===== src/rtl/uart_tx_pkg.sv =====
package uart_tx_pkg;

   typedef enum logic [1:0] {
      TX_IDLE = 2'd0,
      TX_BITS = 2'd1,
      TX_STOP = 2'd2
   } tx_state_e;

   typedef struct packed {
      logic [1:0] word_sel;
      logic       par_en;
      logic       par_even;
      logic       long_stop;
   } tx_fmt_t;

   // stop time in clocks: 1 bit, 1.5 bits at the shortest length, 2 bits otherwise
   function automatic int unsigned stop_clocks(input int unsigned ovs,
                                               input logic long_stop,
                                               input logic [1:0] word_sel);
      if (!long_stop)
         return ovs;
      else if (word_sel == 2'd0)
         return ovs + ovs / 2;
      else
         return 2 * ovs;
   endfunction

endpackage


===== src/rtl/uart_tx_hold.sv =====
module uart_tx_hold #(
   parameter int unsigned DATA_W = 8
) (
   input  logic              clk,
   input  logic              rst,
   input  logic              load,
   input  logic [DATA_W-1:0] din,
   input  logic              take,
   output logic [DATA_W-1:0] dout,
   output logic              full
);

   always_ff @(posedge clk or posedge rst) begin
      if (rst) begin
         dout <= '0;
         full <= 1'b0;
      end else if (load) begin
         dout <= din;
         full <= 1'b1;
      end else if (take) begin
         full <= 1'b0;
      end
   end

endmodule


===== src/rtl/uart_tx_framer.sv =====
module uart_tx_framer
   import uart_tx_pkg::*;
#(
   parameter int unsigned DATA_W = 8,
   parameter int unsigned LEN_W  = $clog2(DATA_W + 3)
) (
   input  logic [DATA_W-1:0] data,
   input  tx_fmt_t           fmt,
   output logic [DATA_W+1:0] frame,
   output logic [LEN_W-1:0]  nbits
);

   localparam int unsigned MIN_LEN = DATA_W - 3;

   logic [LEN_W-1:0]  len;
   logic [DATA_W-1:0] masked;
   logic              par;

   assign len = LEN_W'(MIN_LEN) + LEN_W'(fmt.word_sel);

   for (genvar g = 0; g < DATA_W; g++) begin : g_mask
      assign masked[g] = (LEN_W'(g) < len) ? data[g] : 1'b0;
   end

   assign par   = (^masked) ^ ~fmt.par_even;
   assign nbits = LEN_W'(1) + len + LEN_W'(fmt.par_en);

   always_comb begin
      frame    = '1;
      frame[0] = 1'b0;
      for (int i = 0; i < DATA_W; i++) begin
         if (LEN_W'(i) < len)
            frame[i+1] = masked[i];
      end
      if (fmt.par_en)
         frame[len+1] = par;
   end

endmodule


===== src/rtl/uart_tx_shift.sv =====
module uart_tx_shift
   import uart_tx_pkg::*;
#(
   parameter int unsigned DATA_W = 8,
   parameter int unsigned OVS    = 16
) (
   input  logic              clk,
   input  logic              rst,
   input  tx_fmt_t           fmt,
   input  logic              hold_full,
   input  logic [DATA_W-1:0] hold_data,
   output logic              take,
   output logic              txd,
   output logic              shift_empty
);

   localparam int unsigned CNT_W = $clog2(2 * OVS);
   localparam int unsigned LEN_W = $clog2(DATA_W + 3);

   tx_state_e         state;
   logic [DATA_W+1:0] sreg;
   logic [DATA_W+1:0] frame;
   logic [LEN_W-1:0]  nbits;
   logic [LEN_W-1:0]  left;
   logic [CNT_W-1:0]  cnt;
   logic [CNT_W-1:0]  stop_lat;
   logic [CNT_W-1:0]  stop_new;

   uart_tx_framer #(.DATA_W(DATA_W), .LEN_W(LEN_W)) u_framer (
      .data  (hold_data),
      .fmt   (fmt),
      .frame (frame),
      .nbits (nbits)
   );

   assign stop_new = CNT_W'(stop_clocks(OVS, fmt.long_stop, fmt.word_sel) - 1);
   assign take     = hold_full && ((state == TX_IDLE) ||
                                   (state == TX_STOP && cnt == '0));

   always_ff @(posedge clk or posedge rst) begin
      if (rst) begin
         state       <= TX_IDLE;
         sreg        <= '1;
         left        <= '0;
         cnt         <= '0;
         stop_lat    <= '0;
         txd         <= 1'b1;
         shift_empty <= 1'b1;
      end else if (take) begin
         sreg        <= frame;
         txd         <= frame[0];
         left        <= nbits - LEN_W'(1);
         cnt         <= CNT_W'(OVS - 1);
         stop_lat    <= stop_new;
         state       <= TX_BITS;
         shift_empty <= 1'b0;
      end else begin
         case (state)
            TX_BITS: begin
               if (cnt != '0) begin
                  cnt <= cnt - CNT_W'(1);
               end else if (left != '0) begin
                  sreg <= {1'b1, sreg[DATA_W+1:1]};
                  txd  <= sreg[1];
                  left <= left - LEN_W'(1);
                  cnt  <= CNT_W'(OVS - 1);
               end else begin
                  txd   <= 1'b1;
                  cnt   <= stop_lat;
                  state <= TX_STOP;
               end
            end
            TX_STOP: begin
               if (cnt != '0) begin
                  cnt <= cnt - CNT_W'(1);
               end else begin
                  state       <= TX_IDLE;
                  shift_empty <= 1'b1;
               end
            end
            default: begin
               txd <= 1'b1;
            end
         endcase
      end
   end

endmodule


===== src/rtl/uart_tx_dbuf.sv =====
module uart_tx_dbuf
   import uart_tx_pkg::*;
#(
   parameter int unsigned DATA_W = 8,
   parameter int unsigned OVS    = 16
) (
   input  logic              clk,
   input  logic              rst,
   input  logic              load,
   input  logic [DATA_W-1:0] data,
   input  logic [1:0]        word_sel,
   input  logic              par_en,
   input  logic              par_even,
   input  logic              long_stop,
   output logic              txd,
   output logic              hold_empty,
   output logic              hold_empty_n,
   output logic              shift_empty
);

   if (DATA_W < 5) begin : g_bad_width
      $error("uart_tx_dbuf: DATA_W must be at least 5");
   end
   if (OVS < 4 || (OVS % 2) != 0) begin : g_bad_ovs
      $error("uart_tx_dbuf: OVS must be even and at least 4");
   end

   tx_fmt_t           fmt;
   logic              full;
   logic              take;
   logic [DATA_W-1:0] held;

   assign fmt = '{word_sel: word_sel, par_en: par_en,
                  par_even: par_even, long_stop: long_stop};

   uart_tx_hold #(.DATA_W(DATA_W)) u_hold (
      .clk  (clk),
      .rst  (rst),
      .load (load),
      .din  (data),
      .take (take),
      .dout (held),
      .full (full)
   );

   uart_tx_shift #(.DATA_W(DATA_W), .OVS(OVS)) u_shift (
      .clk         (clk),
      .rst         (rst),
      .fmt         (fmt),
      .hold_full   (full),
      .hold_data   (held),
      .take        (take),
      .txd         (txd),
      .shift_empty (shift_empty)
   );

   assign hold_empty   = ~full;
   assign hold_empty_n = full;

endmodule


===== config.mk =====
export PLATFORM = sky130hd
export DESIGN_NAME = uart_tx_dbuf
export DESIGN_NICKNAME = d
export VERILOG_FILES = /design/src/rtl/uart_tx_pkg.sv /design/src/rtl/uart_tx_hold.sv /design/src/rtl/uart_tx_framer.sv /design/src/rtl/uart_tx_shift.sv /design/src/rtl/uart_tx_dbuf.sv
export SDC_FILE = /design/constraint.sdc
export NUM_CORES = 1
export LEC_CHECK = 0
export ABC_AREA = 1
export BUFFER_PORTS_ARGS = -buffer_cell sky130_fd_sc_hd__buf_2
export CAP_MARGIN = 20
export CORE_AREA = 5 5 88 90
export CTS_CLUSTER_DIAMETER = 100
export CTS_CLUSTER_SIZE = 10
export DETAILED_ROUTE_END_ITERATION = 10
export DIE_AREA = 0 0 93 95
export PLACE_DENSITY = 0.61
export SLEW_MARGIN = 20
export SYNTH_ARGS = -nofsm -noshare
export SYNTH_HDL_FRONTEND = slang
export SYNTH_HIERARCHICAL = 1
export SYNTH_SLANG_ARGS = --single-unit
export TNS_END_PERCENT = 100

===== constraint.sdc =====
create_clock -name clk -period 3.8 [get_ports clk]
set_input_delay 0.76 -clock clk [delete_from_list [all_inputs] [get_ports clk]]
set_output_delay 0.76 -clock clk [all_outputs]
set_load 0.005 [all_outputs]

==> results.yml <==
floorplan:
  die_w_um: 93
  die_h_um: 95
  initial_utilization_pct: 33.3
  dieArea_sq_um: 8840
  io_pins: 20
  rows: 31
  fp.coreArea_sq_um: 6980
power:
  power.density_nw_per_um2: 663
  p_sw_uw: 751
  p_comb_share_pct: 50.0
  power_frac_clock_pct: 14.8
  swShare_pct: 44.1
  p_int_uw: 953
  p_seq_share_pct: 35.3
  peakVddDrop_v: 0.000234
  p_leak_uw: 0.00134
  power_uw: 1700
routing:
  vias_per_cell: 4.56
  ant_nets: 0
  routedWlPerCell_um: 10.8
  drcViolationCount: 0
  wirelength_um: 4410
  first_pass_iters: 4
  first_iter_violations: 77
  dr_total_vias: 1861
clocking:
  root_buffer: "clkbuf_8"
  clockBufferDepth: 2
  clk_latency_ps: 280
  ctsHoldBuffers: 0
  cts_sinks: 34
  cts_resized: 0
  clk_pin_slew_ps: 70
  h-tree-depth: 2
  cts_tree: "yes"
  cts_setup_buffers: 0
  cts_made_buffers: 5
timing:
  rsz0062_at_grt: "no"
  setup_tns_ps: 0
  clock.fmax_mhz: 433
  period_needed_ps: 2310
  finalHoldViolations: 0
  drv_slew: 0
  setup_violations: 0
  finClkSkew_ps: 8.15
  fin_crit_sh_pct: 60.8
  worst_slew_pin_slew_ps: 877
  timing.slew.headroom_pct: 41.2
grt:
  grt_busiest_layer: "met2"
  overflow: 0
  grtUsageMet2_pct: 18.2
  grt_max_degree: 26
  gr-usage-met3_pct: 2.71
  grt_pass1_wl_um: 7980
  use_met1_pct: 14.5
  antenna_found_initial: 0
  grtUsageTotal_pct: 11.1
  grt_pass1_vias: 1835
critical_path:
  startpoint: "word_sel[0]"
  rrSetupSlack_ps: 1890
  reg2reg_depth: 11
  crit_type: "in -> reg"
  reg2reg_from: "u_shift/cnt[0]"
  cp.arrival_ps: 2510
  start_kind: "primary input"
  reg2reg_to: "u_shift/left[2]"
  cp_max_fo: 8
  critPathCaptureType: "flip-flop"
  crit_required_ps: 4000
logic_synthesis:
  yosysTopAreaCell: "dfrtp_1"
  synth.most_common_cell: "nand2_1"
  synthCells: 302
  syn-num-nets: 331
  ys_ff_latch: 34
  synth.top_cell.area_share_pct: 24.8
  ys_warn_count: 6
  syn-cell-area_sq_um: 2320
  synthTopCellsByCount: "nand2_1, inv_1, dfrtp_1"
  synth-edff-count: 0
  ys_seq_area_share_pct: 37.2
  async_flop_share_pct: 100
  ys_top_cells_by_area: "dfrtp_1, nand2_1, dfstp_2"
  avgSynthCellArea_sq_um: 7.70
  ys_types: 35
  synthFlopType: "dfrtp_1"
layout:
  final_area_sq_um: 2570
  nNetsFinal: 354
  regArea_sq_um: 865
  layout-drive-gt1-share_pct: 22.1
  multi_input_area_sq_um: 1220
  area_growth_pct: 10.6
  fillerInstances: 746
  antenna_cells: 0
placement:
  place.detailed.hpwl_um: 3580
  gp_congestion: 0.876
  place_area_sq_um: 2490
  port_buffers: 19
run_status:
  status: "completed"
min_path:
  hp-class: "in -> async"
flow_run:
  drv_cap: 0
routing by layer:
layer / vias to the layer above / share of wire (%)
met2: 30 / 46
met1: 832 / 49
met4: 0 / 1.0
li1: 993 / -
met5: - / 0
met3: 6 / 4.1
cell usage in the layout (no fill, tap or decap), drive strengths merged, types with 6 or more instances in the layout:
cell type and n:
a21oi 7, buf 19, clkbuf 6, dfrtp 23, dfstp 11, ha 12
inv 52, nand2 112, nand3 16, nor2 19, o21ai 17, o221ai 7
cell type report:
class                           instances  share of cell area (%)
Multi-Input combinational cell        212                    47.5
Sequential cell                        34                    33.6
Inverter                               53                    7.93
Tap cell                               82                    3.99
Timing Repair Buffer                   19                    3.70
Clock buffer                            6                    2.82
Clock inverter                          2                   0.389
registers in the layout (all words and copies together), names as in the netlist:
register	count
u_shift/shift_empty	1
u_shift/stop_lat	3
u_shift/sreg	9
u_shift/state	2
u_hold/dout	8
u_hold/full	1
u_shift/cnt	5
u_shift/left	4
u_shift/txd	1
worst max path at each step:
stage                        endpoint  slack [ps]
after floorplan           u_shift/txd        1550
after global placement    u_shift/txd        1290
after detailed placement  u_shift/txd        1200
after CTS                 u_shift/txd        1500
after global routing      u_shift/txd        1280
final                     u_shift/txd        1490
power by group through the flow:
stage	registers (uW)	logic, uW	clock network, uW
2_1_floorplan	590	721	0
4_1_cts	603	863	265
3_5_place_dp	609	860	0
3_3_place_gp	605	845	0
6_report	601	851	251
5_1_grt	618	971	282
worst max-delay path, cell delays in order:
cell     delay, ps
buf_2          160
inv_1          130
ha_1           200
inv_1           50
ha_1           200
nor2_1         160
nand2_1         90
nand3_1         90
nand2_1         60
nand3_2         90
nand2_4         80
nor3_1         150
nor2_1          80
o31ai_2        220
cells by family (layout without fill, tap and decap cells):
kind of cell	Yosys count	count (layout)	synth area share, %
flops	34	34	37.2
fa+ha+maj	13	13	7.32
compound gates	36	36	10.8
simple gates	157	157	32.2
mux	1	1	0.431
xor+xnor	5	5	1.88
buf+inv	56	80	10.2
stage by stage:
stage	util, %	hold WS (ps)	instances	setup slack, ps
3_3_place_gp	35.6	440	400	1290
5_1_grt	36.8	453	408	1280
6_report	36.8	431	408	1490
3_5_place_dp	35.6	440	400	1200
2_1_floorplan	-	422	302	1550
4_1_cts	36.8	429	408	1500
(Power assumes the default switching activity.)
